## src/rtl/irqc_pkg.sv

```systemverilog
package irqc_pkg;
  localparam int unsigned DW       = 8;
  localparam int unsigned AW       = 2;
  localparam logic [AW-1:0] A_MASK = 2'd0;
  localparam logic [AW-1:0] A_VEC  = 2'd1;
  localparam logic [AW-1:0] A_CMD  = 2'd2;

  typedef enum logic {
    MODE_PLAIN = 1'b0,
    MODE_VEC   = 1'b1
  } irq_mode_e;
endpackage

```

## src/rtl/irqc_regs.sv

```systemverilog
module irqc_regs
  import irqc_pkg::*;
#(
  parameter int unsigned NSRC      = 8,
  parameter logic [DW-1:0] VEC_RST = 8'h0F,
  parameter logic [DW-1:0] CMD_VEC = 8'hA1,
  parameter logic [DW-1:0] CMD_PLN = 8'hA0
) (
  input  logic            clk,
  input  logic            rst,
  input  logic            wr,
  input  logic [AW-1:0]   addr,
  input  logic [DW-1:0]   wdata,
  output logic [DW-1:0]   rdata,
  output logic [NSRC-1:0] mask_q,
  output logic [DW-1:0]   vec_q,
  output irq_mode_e       mode_q
);
  logic wr_mask, wr_vec, wr_cmd;

  assign wr_mask = wr && (addr == A_MASK);
  assign wr_vec  = wr && (addr == A_VEC);
  assign wr_cmd  = wr && (addr == A_CMD);

  always_ff @(posedge clk) begin
    if (rst) begin
      mask_q <= '0;
      vec_q  <= VEC_RST;
      mode_q <= MODE_PLAIN;
    end else begin
      if (wr_mask) mask_q <= wdata[NSRC-1:0];
      if (wr_vec)  vec_q  <= wdata;
      if (wr_cmd) begin
        if (wdata == CMD_VEC)      mode_q <= MODE_VEC;
        else if (wdata == CMD_PLN) mode_q <= MODE_PLAIN;
      end
    end
  end

  always_comb begin
    case (addr)
      A_MASK:  rdata = DW'(mask_q);
      A_VEC:   rdata = vec_q;
      default: rdata = '0;
    endcase
  end

  // vectored mode is entered only by the go-vectored command
  assert_vec_entry_R7: assert property (@(posedge clk) disable iff (rst)
    (mode_q == MODE_VEC && $past(mode_q) == MODE_PLAIN)
      |-> $past(wr && addr == A_CMD && wdata == CMD_VEC));

  // outside reset, plain mode is re-entered only by the go-plain command
  assert_vec_exit_R7: assert property (@(posedge clk) disable iff (rst)
    (mode_q == MODE_PLAIN && $past(mode_q) == MODE_VEC)
      |-> $past(wr && addr == A_CMD && wdata == CMD_PLN));
endmodule

```

## src/rtl/irqc_pending.sv

```systemverilog
module irqc_pending
  import irqc_pkg::*;
#(
  parameter int unsigned NEXT = 6,
  parameter int unsigned NCH  = 2,
  localparam int unsigned NSRC = NEXT + NCH,
  localparam int unsigned NIB  = DW / 2
) (
  input  logic              clk,
  input  logic              rst,
  input  logic [NEXT-1:0]   src_ext,
  input  logic [NCH*DW-1:0] stat,
  input  logic [NSRC-1:0]   clr,
  output logic [NSRC-1:0]   pend_q
);
  logic [NCH-1:0]   err_lvl;
  logic [NCH*NIB-1:0] low_bits;
  logic [NSRC-1:0]  src_all;
  logic             unused_low;

  for (genvar c = 0; c < NCH; c++) begin : g_chan
    assign err_lvl[c] = |stat[c*DW+DW-1 -: NIB];
    assign low_bits[c*NIB +: NIB] = stat[c*DW +: NIB];
  end
  assign unused_low = ^low_bits;

  assign src_all = {err_lvl, src_ext};

  always_ff @(posedge clk) begin
    if (rst) pend_q <= '0;
    else     pend_q <= (pend_q & ~clr) | src_all;
  end

  for (genvar i = 0; i < NSRC; i++) begin : g_chk
    // an active source always leaves its flag set
    assert_set_R2: assert property (@(posedge clk) disable iff (rst)
      src_all[i] |=> pend_q[i]);
    // a clear with the source idle drops the flag
    assert_clear_R2: assert property (@(posedge clk) disable iff (rst)
      (clr[i] && !src_all[i]) |=> !pend_q[i]);
  end
endmodule

```

## src/rtl/irqc_ackdrv.sv

```systemverilog
module irqc_ackdrv
  import irqc_pkg::*;
(
  input  logic            clk,
  input  logic            rst,
  input  logic            iack,
  input  irq_mode_e       mode,
  input  logic            req,
  input  logic [DW-1:0]   vec,
  output logic            doe,
  output logic [DW-1:0]   dout
);
  assign doe  = iack && (mode == MODE_VEC) && req;
  assign dout = doe ? vec : '0;

  // plain mode never drives the bus
  assert_plain_quiet_R9: assert property (@(posedge clk) disable iff (rst)
    (mode == MODE_PLAIN) |-> (!doe && dout == '0));
  // no drive without a pending enabled request
  assert_needs_req_R10: assert property (@(posedge clk) disable iff (rst)
    !req |-> !doe);
endmodule

```

## src/rtl/irqc_top.sv

```systemverilog
module irqc_top
  import irqc_pkg::*;
#(
  parameter int unsigned NEXT      = 6,
  parameter int unsigned NCH       = 2,
  parameter logic [DW-1:0] VEC_RST = 8'h0F,
  parameter logic [DW-1:0] CMD_VEC = 8'hA1,
  parameter logic [DW-1:0] CMD_PLN = 8'hA0,
  localparam int unsigned NSRC = NEXT + NCH
) (
  input  logic            clk,
  input  logic            rst,
  input  logic            reg_wr,
  input  logic [AW-1:0]   reg_addr,
  input  logic [DW-1:0]   reg_wdata,
  output logic [DW-1:0]   reg_rdata,
  input  logic [NEXT-1:0] src_lvl,
  input  logic [DW-1:0]   rx_stat_a,
  input  logic [DW-1:0]   rx_stat_b,
  input  logic [NSRC-1:0] src_clr,
  input  logic            iack,
  output logic            irq_n,
  output logic            ack_doe,
  output logic [DW-1:0]   ack_dout
);
  logic [NSRC-1:0] mask_q;
  logic [NSRC-1:0] pend_q;
  logic [DW-1:0]   vec_q;
  irq_mode_e       mode_q;
  logic            any_req;

  irqc_regs #(
    .NSRC(NSRC), .VEC_RST(VEC_RST), .CMD_VEC(CMD_VEC), .CMD_PLN(CMD_PLN)
  ) u_regs (
    .clk(clk), .rst(rst), .wr(reg_wr), .addr(reg_addr), .wdata(reg_wdata),
    .rdata(reg_rdata), .mask_q(mask_q), .vec_q(vec_q), .mode_q(mode_q)
  );

  irqc_pending #(.NEXT(NEXT), .NCH(NCH)) u_pend (
    .clk(clk), .rst(rst), .src_ext(src_lvl), .stat({rx_stat_b, rx_stat_a}),
    .clr(src_clr), .pend_q(pend_q)
  );

  assign any_req = |(pend_q & mask_q);
  assign irq_n   = ~any_req;

  irqc_ackdrv u_ack (
    .clk(clk), .rst(rst), .iack(iack), .mode(mode_q), .req(any_req),
    .vec(vec_q), .doe(ack_doe), .dout(ack_dout)
  );

  // a bus drive only happens while the request line is asserted
  assert_doe_with_irq_R8: assert property (@(posedge clk) disable iff (rst)
    ack_doe |-> !irq_n);
  // in plain mode the request line ignores acknowledge
  assert_iack_no_effect_R9: assert property (@(posedge clk) disable iff (rst)
    (mode_q == MODE_PLAIN && !irq_n && $stable(src_clr) && src_clr == '0
     && !reg_wr) |=> !irq_n);
endmodule

```

## config.mk

```make
export PLATFORM = sky130hd
export DESIGN_NAME = irqc_top
export DESIGN_NICKNAME = d
export VERILOG_FILES = /design/src/rtl/irqc_pkg.sv /design/src/rtl/irqc_regs.sv /design/src/rtl/irqc_pending.sv /design/src/rtl/irqc_ackdrv.sv /design/src/rtl/irqc_top.sv
export SDC_FILE = /design/constraint.sdc
export NUM_CORES = 1
export LEC_CHECK = 0
export ABC_AREA = 1
export BUFFER_PORTS_ARGS = -buffer_cell sky130_fd_sc_hd__buf_4
export CAP_MARGIN = 30
export CORE_MARGIN = 10
export CORE_UTILIZATION = 40
export DETAILED_ROUTE_END_ITERATION = 8
export PLACE_DENSITY = 0.76
export REMOVE_ABC_BUFFERS = 1
export SKIP_LAST_GASP = 1
export SLEW_MARGIN = 25
export SYNTH_ARGS = -nofsm -noshare
export SYNTH_HDL_FRONTEND = slang
export SYNTH_HIERARCHICAL = 1
export SYNTH_SLANG_ARGS = --single-unit
```

## constraint.sdc

```tcl
create_clock -name clk -period 0.95 [get_ports clk]
set_input_delay 0.1425 -clock clk [delete_from_list [all_inputs] [get_ports clk]]
set_output_delay 0.1425 -clock clk [all_outputs]
set_load 0.02 [all_outputs]
```

==> implementation parameters, run 1 <==
Parameter                              Value

Timing
  Final setup vio count ... 18
  Fmax ... 0.661 GHz
  Clock Skew ... 0 ns
  Setup repair after global routing missed its margin ... true
  Final number of hold-violating endpoints ... 0
  Final TNS setup ... -7.25 ns
  Min cycle time layout ... 1.51 ns
  Final Slew Violations ... 0
  Measured slew at the worst slew-check pin ... 0.225 ns
  Slack of the critical path ... -0.564 ns
  Max-Slew Margin vs Limit ... 0.850
  Crit share post-route ... 1.59

Cells and area
  Number of antenna diodes ... 0
  Footprint of the multi-input gates ... 647 um2
  Share of final-layout standard cells stronger than drive strength 1 ... 0.469
  Highest-count cells in the layout ignoring fill and taps ... sky130_fd_sc_hd__buf_4, sky130_fd_sc_hd__inv_1, sky130_fd_sc_hd__nor2_1, sky130_fd_sc_hd__nand2_1, sky130_fd_sc_hd__buf_6
  Fill cell total of the finished layout ... 248
  Area growth from synthesis to final layout ... 64.3%
  Post-layout nets ... 307
  Footprint of the flip-flops and latches ... 519 um2
  Most frequent standard cell in the layout excluding fill and tap cells ... sky130_fd_sc_hd__buf_4

Critical path
  Startpoint Class ... register
  Buffering stage count on the worst path with inverters included ... 1
  CP Class ... reg2out
  Critical path peak fanout ... 5
  Endpoint class of the critical path ... primary output
  Data arrival, critical path ... 1.37 ns
  CP max stage cell ... sky130_fd_sc_hd__dfxtp_2
  Worst endpoint required time ... 0.81 ns
  Biggest cell delay along the critical path ... 0.36 ns
  Critical Path, Cell by Cell ... nand2_2 > nand2_2 > nor2_4 > nand3_4 > nand3_4 > nor2_2 > buf_4
  Crit path max-delay family ... simple AND/OR/NAND/NOR gates

Synth
  Number of flip-flops and latches in the synthesized netlist ... 25
  Proportion of synthesized chip area in sequential cells ... 0.406
  Dominant cells by area after synthesis ... sky130_fd_sc_hd__dfxtp_1, sky130_fd_sc_hd__inv_1, sky130_fd_sc_hd__nor2_1
  Number of cells produced by synthesis ... 185
  Area of the mapped netlist ... 1230 um2
  Netlist cell types ... 19
  Synthesized area per cell ... 6.67 um2
  Total number of yosys warnings ... 6
  Area leader, netlist ... sky130_fd_sc_hd__dfxtp_1
  Area share of the leading cell type in the synthesized netlist ... 0.406

Clock tree
  CTS tree ... done
  CTS max path bufs ... 2
  Root buf cell ... sky130_fd_sc_hd__clkbuf_4
  Worst skew pair latency ... 0.32 ns
  H-tree depth reported by CTS ... 1
  Clock-pin slew on the worst setup and hold paths ... 0.13 ns
  Number of buffers created by CTS ... 3
  Sinks on the clock net ... 25
  Number of hold buffers added after cts ... 0

Power
  Proportion of total power due to net switching ... 0.276
  Internal Dissipation ... 1.56 mW
  Pwr/cell area ... 1070 nW/um2
  Leakage dissipation ... 1.10 nW
  Net Sw Power ... 0.596 mW
  Portion of total power attributed to the clock network ... 0.217
  Peak ir drop on the vdd network ... 0.602 mV
  Relative contribution of combinational cells to total power ... 0.250
  Sequential share of power ... 0.533

Route
  DR vias ... 1381
  WL final ... 3610 um
  Post-DRT Antenna Nets ... 0
  Wire per inst ... 12.2 um
  Number of search-and-repair iterations in the first detailed-routing pass ... 5
  DR vias/cell ... 4.68
  Violation count after the first detailed-route iteration ... 45
  Post-route DRC ... 0

Die
  Placeable core region ... 3000 um2
  Effective utilization at floorplan ... 0.411
  Cell row count ... 20
  Boundary pin count ... 62
  Floorplan die width ... 75.5 um
  Die height ... 75.5 um
  Die footprint ... 5710 um2

Run status
  Result of the run ... complete, but fails checks
  Violations in the final reports ... negative setup slack

Global route
  Number of antenna violations at the first check in global routing ... 0
  Via count of the first global-routing pass ... 1333
  Overall global routing resource usage ... 0.123
  First-pass GRT wire length ... 5530 um
  Remaining Overflow, GRT ... 0
  Largest net degree at the start of global routing ... 18

Placement
  Pre-CTS setup slack ... -0.217 ns
  Detailed-placement wirelength estimate ... 2700 um
  Routability congestion estimate ... 0.804
  Number of buffers added on ports ... 53

Flow run
  Number of violations of the max-capacitance limit ... 0

Min path
  Class of the most critical hold timing path ... in2reg
worst paths after layout:
path                          from          endpoint  slack [ns]  cells past startpoint
setup reg to reg  u_regs/mask_q[3]  u_regs/mask_q[3]        0.13                      3
hold / removal          src_lvl[2]  u_pend/pend_q[2]        0.02                      3
setup / recovery  u_regs/mask_q[6]       ack_dout[7]       -0.56                      7
hold reg to reg    u_regs/vec_q[6]   u_regs/vec_q[6]        0.50                      2
synth_stat cells:
cell type / number
sky130_fd_sc_hd__nor2_4: 1
sky130_fd_sc_hd__nor2_2: 1
sky130_fd_sc_hd__nand4_1: 1
sky130_fd_sc_hd__nand3_4: 1
sky130_fd_sc_hd__o21ai_2: 1
sky130_fd_sc_hd__nand2_1: 34
sky130_fd_sc_hd__buf_6: 3
sky130_fd_sc_hd__dfxtp_1: 25
sky130_fd_sc_hd__nor2_1: 36
sky130_fd_sc_hd__nand2_2: 1
sky130_fd_sc_hd__o211ai_1: 1
sky130_fd_sc_hd__o21ai_1: 1
sky130_fd_sc_hd__o21ai_0: 14
sky130_fd_sc_hd__a22o_1: 4
sky130_fd_sc_hd__inv_2: 1
sky130_fd_sc_hd__nand2_4: 1
sky130_fd_sc_hd__a21oi_1: 14
sky130_fd_sc_hd__inv_1: 38
sky130_fd_sc_hd__nand3_1: 7
layer usage:
metal,track usage,up-vias,share of wire
met1,0.131,595,0.39
met5,0,-,0
met2,0.220,53,0.50
met4,0.0433,0,0.0078
met3,0.0430,6,0.098
li1,-,727,-
worst reg2reg max path, stage by stage (launching register included):
cell and delay (ns):
sky130_fd_sc_hd__dfxtp_2 0.35, sky130_fd_sc_hd__buf_6 0.11, sky130_fd_sc_hd__o21ai_0 0.19, sky130_fd_sc_hd__nor2_1 0.07
area by class of cell:
cell class                      instances  area share
Clock buffer                            4      0.0130
Inverter                               39      0.0722
Multi-Input combinational cell        119       0.319
Sequential cell                        25       0.256
Tap cell                               33      0.0204
Timing Repair Buffer                   75       0.319
power groups by stage:
stage | Clock [mW] | Sequential [mW] | Combinational, mW
finish | 0.469 | 1.15 | 0.539
global route | 0.523 | 1.16 | 0.590
CTS | 0.495 | 1.15 | 0.507
detailed placement | 0 | 1.16 | 0.474
global placement | 0 | 1.16 | 0.470
floorplan | 0 | 1.15 | 0.194
flip-flops by register name, indices dropped and copies added, names as in the netlist:
register       count
u_regs/mask_q      8
u_regs/mode_q      1
u_regs/vec_q       8
u_pend/pend_q      8
repair_timing:
| item | 4_1_cts | 5_1_grt |
|---|---|---|
| cloned | 1 | 0 |
| resized for setup | 32 | 35 |
| buffers inserted | 0 | 2 |
| pin swaps | 8 | 7 |
| endpoints found under the setup margin | 18 | 18 |
logic make-up after synthesis:
group / after synthesis / synth area share
AOI/OAI and AO/OA: 35 / 0.159
buffers and inverters: 42 / 0.146
DFF: 25 / 0.406
and+or+nand+nor: 83 / 0.289
stage by stage:
| step | cell area [um2] | std cells | util | hold slack, ns | total power [mW] |
|---|---|---|---|---|---|
| CTS | 1920 | 295 | 0.640 | 0.0120 | 2.15 |
| floorplan | 1200 | 182 | - | 0.215 | 1.35 |
| finish | 2030 | 295 | 0.675 | 0.0195 | 2.16 |
| global route | 2030 | 295 | 0.675 | 0.0144 | 2.27 |
| detailed placement | 1820 | 290 | 0.605 | 0.355 | 1.63 |
| global placement | 1820 | 290 | 0.605 | 0.346 | 1.63 |
Power figures use the tool's default switching activity.
==> run 2: changes to the inputs <==
Settings changed: CORE_UTILIZATION 40 to 45, PLACE_DENSITY 0.76 to 0.81.
Clock period 0.95 ns to 1.6 ns, I/O delays scaled along.
==> run 2 against run 1 <==
  * Register-to-register slack gained 0.69 ns
  * Critical path type unchanged
  * Routed wire length shrank 9.7%
  * First-iteration DRC count grew 49%
  * Sequential share of layout area grew 3.1 points
  * Global-route usage shrank 0.43 points
  * The run still ends with negative setup slack left
  * Cell count shrank 5.8%
  * Critical path depth is the same
  * Combinational power shrank 52%
==> implementation parameters, run 2 (synthesized netlist as in run 1, its figures left out) <==
Parameter                              Value

Run status
  Result of the run ... complete, but fails checks (unchanged)
  Violations in the final reports ... negative setup slack (unchanged)

Placement
  Detailed-placement wirelength estimate ... 2570 um (was 2700 um)
  Number of buffers added on ports ... 53 (unchanged)
  Routability congestion estimate ... 0.797 (was 0.804)
  Pre-CTS setup slack ... 0.279 ns (was -0.217 ns)

Power
  Proportion of total power due to net switching ... 0.275 (was 0.276)
  Net Sw Power ... 0.337 mW (was 0.596 mW)
  Leakage dissipation ... 0.976 nW (was 1.10 nW)
  Peak ir drop on the vdd network ... 0.539 mV (was 0.602 mV)
  Relative contribution of combinational cells to total power ... 0.213 (was 0.250)
  Sequential share of power ... 0.557 (was 0.533)
  Pwr/cell area ... 684 nW/um2 (was 1070 nW/um2)
  Internal Dissipation ... 0.887 mW (was 1.56 mW)
  Portion of total power attributed to the clock network ... 0.230 (was 0.217)

Global route
  First-pass GRT wire length ... 5330 um (was 5530 um)
  Via count of the first global-routing pass ... 1221 (was 1333)
  Overall global routing resource usage ... 0.119 (was 0.123)
  Largest net degree at the start of global routing ... 18 (unchanged)
  Number of antenna violations at the first check in global routing ... 0 (unchanged)
  Remaining Overflow, GRT ... 0 (unchanged)

Critical path
  Biggest cell delay along the critical path ... 0.36 ns (about the same)
  Data arrival, critical path ... 1.36 ns (was 1.37 ns)
  CP max stage cell ... sky130_fd_sc_hd__dfxtp_2 (unchanged)
  Crit path max-delay family ... simple AND/OR/NAND/NOR gates (unchanged)
  Critical Path, Cell by Cell ... nand2_2 > nand2_2 > nor2_4 > nand3_4 > nand3_4 > nor2_1 > buf_4 (was nand2_2 > nand2_2 > nor2_4 > nand3_4 > nand3_4 > nor2_2 > buf_4)
  Startpoint Class ... register (unchanged)
  Endpoint class of the critical path ... primary output (unchanged)
  Worst endpoint required time ... 1.36 ns (was 0.81 ns)
  Critical path peak fanout ... 5 (unchanged)
  Buffering stage count on the worst path with inverters included ... 1 (unchanged)
  CP Class ... reg2out (unchanged)

Die
  Die height ... 72.4 um (was 75.5 um)
  Placeable core region ... 2540 um2 (was 3000 um2)
  Die footprint ... 5240 um2 (was 5710 um2)
  Cell row count ... 18 (was 20)
  Effective utilization at floorplan ... 0.485 (was 0.411)
  Boundary pin count ... 62 (unchanged)
  Floorplan die width ... 72.4 um (was 75.5 um)

Route
  Wire per inst ... 11.7 um (was 12.2 um)
  Post-DRT Antenna Nets ... 0 (unchanged)
  DR vias ... 1321 (was 1381)
  Number of search-and-repair iterations in the first detailed-routing pass ... 4 (was 5)
  Violation count after the first detailed-route iteration ... 67 (was 45)
  WL final ... 3260 um (was 3610 um)
  Post-route DRC ... 0 (unchanged)
  DR vias/cell ... 4.75 (was 4.68)

Clock tree
  Root buf cell ... sky130_fd_sc_hd__clkbuf_4 (unchanged)
  Sinks on the clock net ... 25 (unchanged)
  Number of hold buffers added after cts ... 0 (unchanged)
  CTS max path bufs ... 2 (unchanged)
  Clock-pin slew on the worst setup and hold paths ... 0.13 ns (about the same)
  CTS tree ... done (unchanged)
  Worst skew pair latency ... 0.32 ns (about the same)
  H-tree depth reported by CTS ... 1 (unchanged)
  Number of buffers created by CTS ... 3 (unchanged)

Timing
  Final TNS setup ... -0.00677 ns (was -7.25 ns)
  Final number of hold-violating endpoints ... 0 (unchanged)
  Min cycle time layout ... 1.60 ns
  Final setup vio count ... 4 (was 18)
  Fmax ... 0.624 GHz
  Max-Slew Margin vs Limit ... 0.688 (was 0.850)
  Crit share post-route ... 1.00
  Final Slew Violations ... 0 (unchanged)
  Clock Skew ... 0 ns (unchanged)
  Setup repair after global routing missed its margin ... true (unchanged)
  Measured slew at the worst slew-check pin ... 0.467 ns (was 0.225 ns)
  Slack of the critical path ... -0.00373 ns (was -0.564 ns)

Cells and area
  Post-layout nets ... 293 (was 307)
  Number of antenna diodes ... 0 (unchanged)
  Highest-count cells in the layout ignoring fill and taps ... sky130_fd_sc_hd__buf_4, sky130_fd_sc_hd__inv_1, sky130_fd_sc_hd__nor2_1, sky130_fd_sc_hd__nand2_1 (was sky130_fd_sc_hd__buf_4, sky130_fd_sc_hd__inv_1, sky130_fd_sc_hd__nor2_1, sky130_fd_sc_hd__nand2_1, sky130_fd_sc_hd__buf_6)
  Largest registers ... u_pend/pend_q (8), u_regs/mask_q (8), u_regs/vec_q (8) (unchanged)
  Footprint of the multi-input gates ... 603 um2 (was 647 um2)
  Fill cell total of the finished layout ... 243 (was 248)
  Footprint of the flip-flops and latches ... 514 um2 (was 519 um2)
  Final standard cell utilization of the core ... 0.703 (was 0.675)
  Most frequent standard cell in the layout excluding fill and tap cells ... sky130_fd_sc_hd__buf_4 (unchanged)
  Share of final-layout standard cells stronger than drive strength 1 ... 0.363 (was 0.469)
  Area growth from synthesis to final layout ... 45.0% (was 64.3%)

Min path
  Class of the most critical hold timing path ... in2reg (unchanged)

Flow run
  Number of violations of the max-capacitance limit ... 0 (unchanged)
-- run 2: changes by cell type in the layout (fill, tap and decap cells not counted), moves of 4 or more --
cell | before | now
sky130_fd_sc_hd__buf_6 | 19 | 1
sky130_fd_sc_hd__dfxtp_2 | 15 | 11
sky130_fd_sc_hd__buf_4 | 55 | 60
sky130_fd_sc_hd__nand2_2 | 9 | 5
sky130_fd_sc_hd__nand2_1 | 24 | 30
sky130_fd_sc_hd__o21ai_0 | 10 | 14
sky130_fd_sc_hd__dfxtp_1 | 10 | 14
-- run 2: cell type report --
cell class              count  share of cell area
clock buffers               4              0.0147
inverters                  39              0.0818
multi-input cells         119               0.337
flip-flops and latches     25               0.287
well taps                  30              0.0210
repair buffers             61               0.258
-- run 2: final timing paths --
kind | startpoint | cells past startpoint | slack [ns] | to
min reg2reg | u_regs/vec_q[5] | 2 | 0.47 | u_regs/vec_q[5]
min | src_lvl[4] | 3 | 0.11 | u_pend/pend_q[4]
max | u_regs/mask_q[6] | 7 | -0.004 | ack_dout[5]
max reg2reg | u_regs/mask_q[0] | 3 | 0.82 | u_regs/mask_q[0]
-- run 2: worst reg2reg max path: stages, from the launching register on --
cell and delay, ns:
sky130_fd_sc_hd__dfxtp_2 0.35, sky130_fd_sc_hd__buf_4 0.14, sky130_fd_sc_hd__o21ai_0 0.15, sky130_fd_sc_hd__nor2_1 0.05
-- run 2: power groups by stage --
stage	clock (mW)	combinational (mW)	sequential, mW
detailed placement	0	0.236	0.692
global route	0.322	0.291	0.688
floorplan	0	0.115	0.686
CTS	0.280	0.245	0.680
finish	0.281	0.260	0.682
global placement	0	0.232	0.691
-- run 2: repair_timing --
item,in CTS,in global routing
setup buffers,2,4
setup endpoints to repair,9,10
resized for setup,9,13
pin swaps,2,5
cloned,1,0
hold endpoints to repair,0,0
-- run 2: per-layer routing --
metal  global-route usage  share of wire
met4               0.0258         0.0074
met3               0.0531           0.11
met2                0.188           0.45
met1                0.145           0.43
met5                    0              0
-- run 2: per-stage QoR --
| stage | hold WS, ns | cell area, um2 | instances | total power, mW |
|---|---|---|---|---|
| 2_1_floorplan | 0.312 | 1200 | 182 | 0.801 |
| 3_3_place_gp | 0.443 | 1650 | 267 | 0.924 |
| 3_5_place_dp | 0.451 | 1650 | 267 | 0.928 |
| 4_1_cts | 0.119 | 1720 | 274 | 1.21 |
| 5_1_grt | 0.104 | 1790 | 278 | 1.30 |
| 6_report | 0.113 | 1790 | 278 | 1.22 |
==> run 3: changes to the inputs <==
Settings changed: CORE_UTILIZATION 45 to 47, CTS_BUF_LIST from default to sky130_fd_sc_hd__clkbuf_8, PLACE_DENSITY 0.81 to 0.84, TNS_END_PERCENT from default to 1.
==> run 3 against run 2 <==
  * The flow now finishes without violations
  * Largest power group unchanged
  * Critical endpoint unchanged
  * Non-clock buffer count down 6
  * Sequential cell count unchanged
  * Critical path depth stayed put
  * Global-route usage rose by 0.33 points
  * Final area shrank 2.7%
==> implementation parameters, run 3 (synthesized netlist as in run 1, its figures left out) <==
Parameter                              Value

Clock tree
  CTS max path bufs ... 2 (unchanged)
  CTS tree ... done (unchanged)
  Worst skew pair latency ... 0.27 ns (was 0.32 ns)
  Clock-pin slew on the worst setup and hold paths ... 0.08 ns (was 0.13 ns)
  H-tree depth reported by CTS ... 1 (unchanged)
  Post-CTS setup-driven buffer insertion count ... 0 (was 2)
  Number of hold buffers added after cts ... 0 (unchanged)
  Number of buffers created by CTS ... 3 (unchanged)
  Root buf cell ... sky130_fd_sc_hd__clkbuf_8 (was sky130_fd_sc_hd__clkbuf_4)
  Sinks on the clock net ... 25 (unchanged)

Timing
  Slack of the critical path ... 0.0246 ns (was -0.00373 ns)
  Max-Slew Margin vs Limit ... 0.683 (was 0.688)
  Final Slew Violations ... 0 (unchanged)
  Setup repair after global routing missed its margin ... true (unchanged)
  Final number of hold-violating endpoints ... 0 (unchanged)
  Min cycle time layout ... 1.58 ns (was 1.60 ns)
  Measured slew at the worst slew-check pin ... 0.475 ns (was 0.467 ns)
  Final TNS setup ... 0 ns (was -0.00677 ns)
  Fmax ... 0.635 GHz (was 0.624 GHz)
  Fin Hold WS ... 0.169 ns (was 0.113 ns)
  Final setup vio count ... 0 (was 4)
  Clock Skew ... 0 ns (unchanged)
  Crit share post-route ... 0.985 (was 1.00)

Critical path
  CP Class ... reg2out (unchanged)
  Data arrival, critical path ... 1.34 ns (was 1.36 ns)
  Number of cell instances on the worst register-to-register path ... 2 (was 3)
  Flop2flop setup slack ... 0.92 ns (was 0.82 ns)
  Endpoint class of the critical path ... primary output (unchanged)
  Worst endpoint required time ... 1.36 ns (about the same)
  R2R Path End ... u_regs/mask_q[2] (was u_regs/mask_q[0])
  Reg-to-reg startpoint ... u_regs/mask_q[2] (was u_regs/mask_q[0])
  Critical path peak fanout ... 5 (unchanged)
  Startpoint Class ... register (unchanged)

Min path
  Hold endpoint ... u_pend/pend_q[5] (was u_pend/pend_q[4])
  Class of the most critical hold timing path ... in2reg (unchanged)
  Worst hold path depth ... 3 (unchanged)
  Critical hold path startpoint ... src_lvl[5] (was src_lvl[4])

Cells and area
  Number of antenna diodes ... 0 (unchanged)
  Area growth from synthesis to final layout ... 41.1% (was 45.0%)
  Footprint of the multi-input gates ... 588 um2 (was 603 um2)
  Final standard cell utilization of the core ... 0.696 (was 0.703)
  Footprint of the flip-flops and latches ... 509 um2 (was 514 um2)
  Largest registers ... u_pend/pend_q (8), u_regs/mask_q (8), u_regs/vec_q (8) (unchanged)
  Cell area after layout ... 1740 um2 (was 1790 um2)
  Post-layout nets ... 287 (was 293)
  Share of final-layout standard cells stronger than drive strength 1 ... 0.343 (was 0.363)
  Fill cell total of the finished layout ... 215 (was 243)
  Most frequent standard cell in the layout excluding fill and tap cells ... sky130_fd_sc_hd__buf_4 (unchanged)
  Highest-count cells in the layout ignoring fill and taps ... sky130_fd_sc_hd__buf_4, sky130_fd_sc_hd__inv_1, sky130_fd_sc_hd__nor2_1, sky130_fd_sc_hd__nand2_1, sky130_fd_sc_hd__dfxtp_1 (was sky130_fd_sc_hd__buf_4, sky130_fd_sc_hd__inv_1, sky130_fd_sc_hd__nor2_1, sky130_fd_sc_hd__nand2_1)
  Cell Count, Final, Fillers Out ... 272 (was 278)

Placement
  Placed Cells ... 267 (unchanged)
  Number of buffers added on ports ... 53 (unchanged)
  Pre-CTS setup slack ... 0.278 ns (was 0.279 ns)
  DP Area ... 1650 um2 (unchanged)
  Detailed-placement wirelength estimate ... 2560 um (was 2570 um)
  Routability congestion estimate ... 0.833 (was 0.797)

Power
  Peak ir drop on the vdd network ... 0.597 mV (was 0.539 mV)
  Pwr/cell area ... 741 nW/um2 (was 684 nW/um2)
  Leakage dissipation ... 0.949 nW (was 0.976 nW)
  Final total power ... 1.29 mW (was 1.22 mW)

Route
  WL final ... 3180 um (was 3260 um)
  DR vias/cell ... 4.64 (was 4.75)
  Number of search-and-repair iterations in the first detailed-routing pass ... 4 (unchanged)
  Post-DRT Antenna Nets ... 0 (unchanged)
  DR vias ... 1263 (was 1321)
  Wire per inst ... 11.7 um (about the same)
  Violation count after the first detailed-route iteration ... 83 (was 67)
  Post-route DRC ... 0 (unchanged)

Die
  Cell row count ... 18 (unchanged)
  Floorplan die width ... 71.2 um (was 72.4 um)
  Die height ... 71.2 um (was 72.4 um)
  Effective utilization at floorplan ... 0.493 (was 0.485)
  Die footprint ... 5070 um2 (was 5240 um2)
  Boundary pin count ... 62 (unchanged)
  Placeable core region ... 2500 um2 (was 2540 um2)

Global route
  Largest net degree at the start of global routing ... 18 (unchanged)
  Number of antenna violations at the first check in global routing ... 0 (unchanged)
  First-pass GRT wire length ... 5330 um (unchanged)
  Via count of the first global-routing pass ... 1276 (was 1221)
  Remaining Overflow, GRT ... 0 (unchanged)
  Overall global routing resource usage ... 0.122 (was 0.119)

Run status
  Result of the run ... finished, final reports clean (was complete, but fails checks)

Flow run
  Number of violations of the max-capacitance limit ... 0 (unchanged)
-- run 3: cell types whose count changed in the layout (fill, tap and decap cells not counted), moves of 3 or more --
cell	change
sky130_fd_sc_hd__buf_4	-5
sky130_fd_sc_hd__clkbuf_4	-3
sky130_fd_sc_hd__clkbuf_8	+3
sky130_fd_sc_hd__dfxtp_1	+4
sky130_fd_sc_hd__dfxtp_2	-4
-- run 3: what timing repair did --
action / in CTS / in global routing
gates cloned: 1 / 0
pin swaps: 1 / 3
endpoints found under the setup margin: 8 / 9
gates resized for setup: 2 / 14
-- run 3: worst max path at each step --
| stage | start | to | slack, ns | depth (start not counted) |
|---|---|---|---|---|
| after floorplan | reg_addr[0] | reg_rdata[4] | 0.34 | 4 |
| after global placement | u_regs/mask_q[5] | ack_dout[1] | 0.29 | 7 |
| after detailed placement | u_regs/mask_q[2] | ack_dout[5] | 0.28 | 7 |
| after CTS | u_regs/mask_q[0] | ack_dout[3] | 0.01 | 7 |
| after global routing | u_regs/mask_q[6] | ack_dout[7] | -0.07 | 7 |
| final | u_regs/mask_q[6] | ack_dout[5] | 0.02 | 7 |
-- run 3: cell type report --
class                      instances  area share
clock buffer                       3      0.0237
sequential                        25       0.293
inverter                          39      0.0841
multi-input combinational        119       0.338
tap                               30      0.0216
clock inverter                     1     0.00288
timing repair buffer              55       0.237
-- run 3: worst max-delay path: stages (launching register included) --
cell and delay (ns):
sky130_fd_sc_hd__dfxtp_2 0.34, sky130_fd_sc_hd__nand2_2 0.06, sky130_fd_sc_hd__nand2_2 0.05, sky130_fd_sc_hd__nor2_2 0.11, sky130_fd_sc_hd__nand3_2 0.14, sky130_fd_sc_hd__nand3_4 0.16
sky130_fd_sc_hd__nor2_1 0.05, sky130_fd_sc_hd__buf_4 0.15
-- run 3: power breakdown --
part           switching, mW  internal, mW  leakage, nW
registers             0.0229         0.658        0.209
logic                  0.124         0.119        0.715
clock network          0.193         0.174       0.0255
-- run 3: per-layer routing --
metal | share of wire | wire [um] | global-route usage
met2 | 0.46 | 1460 | 0.201
met5 | 0 | 0 | 0
met1 | 0.44 | 1420 | 0.139
met4 | 0.0097 | 31 | 0.0473
met3 | 0.086 | 274 | 0.0468
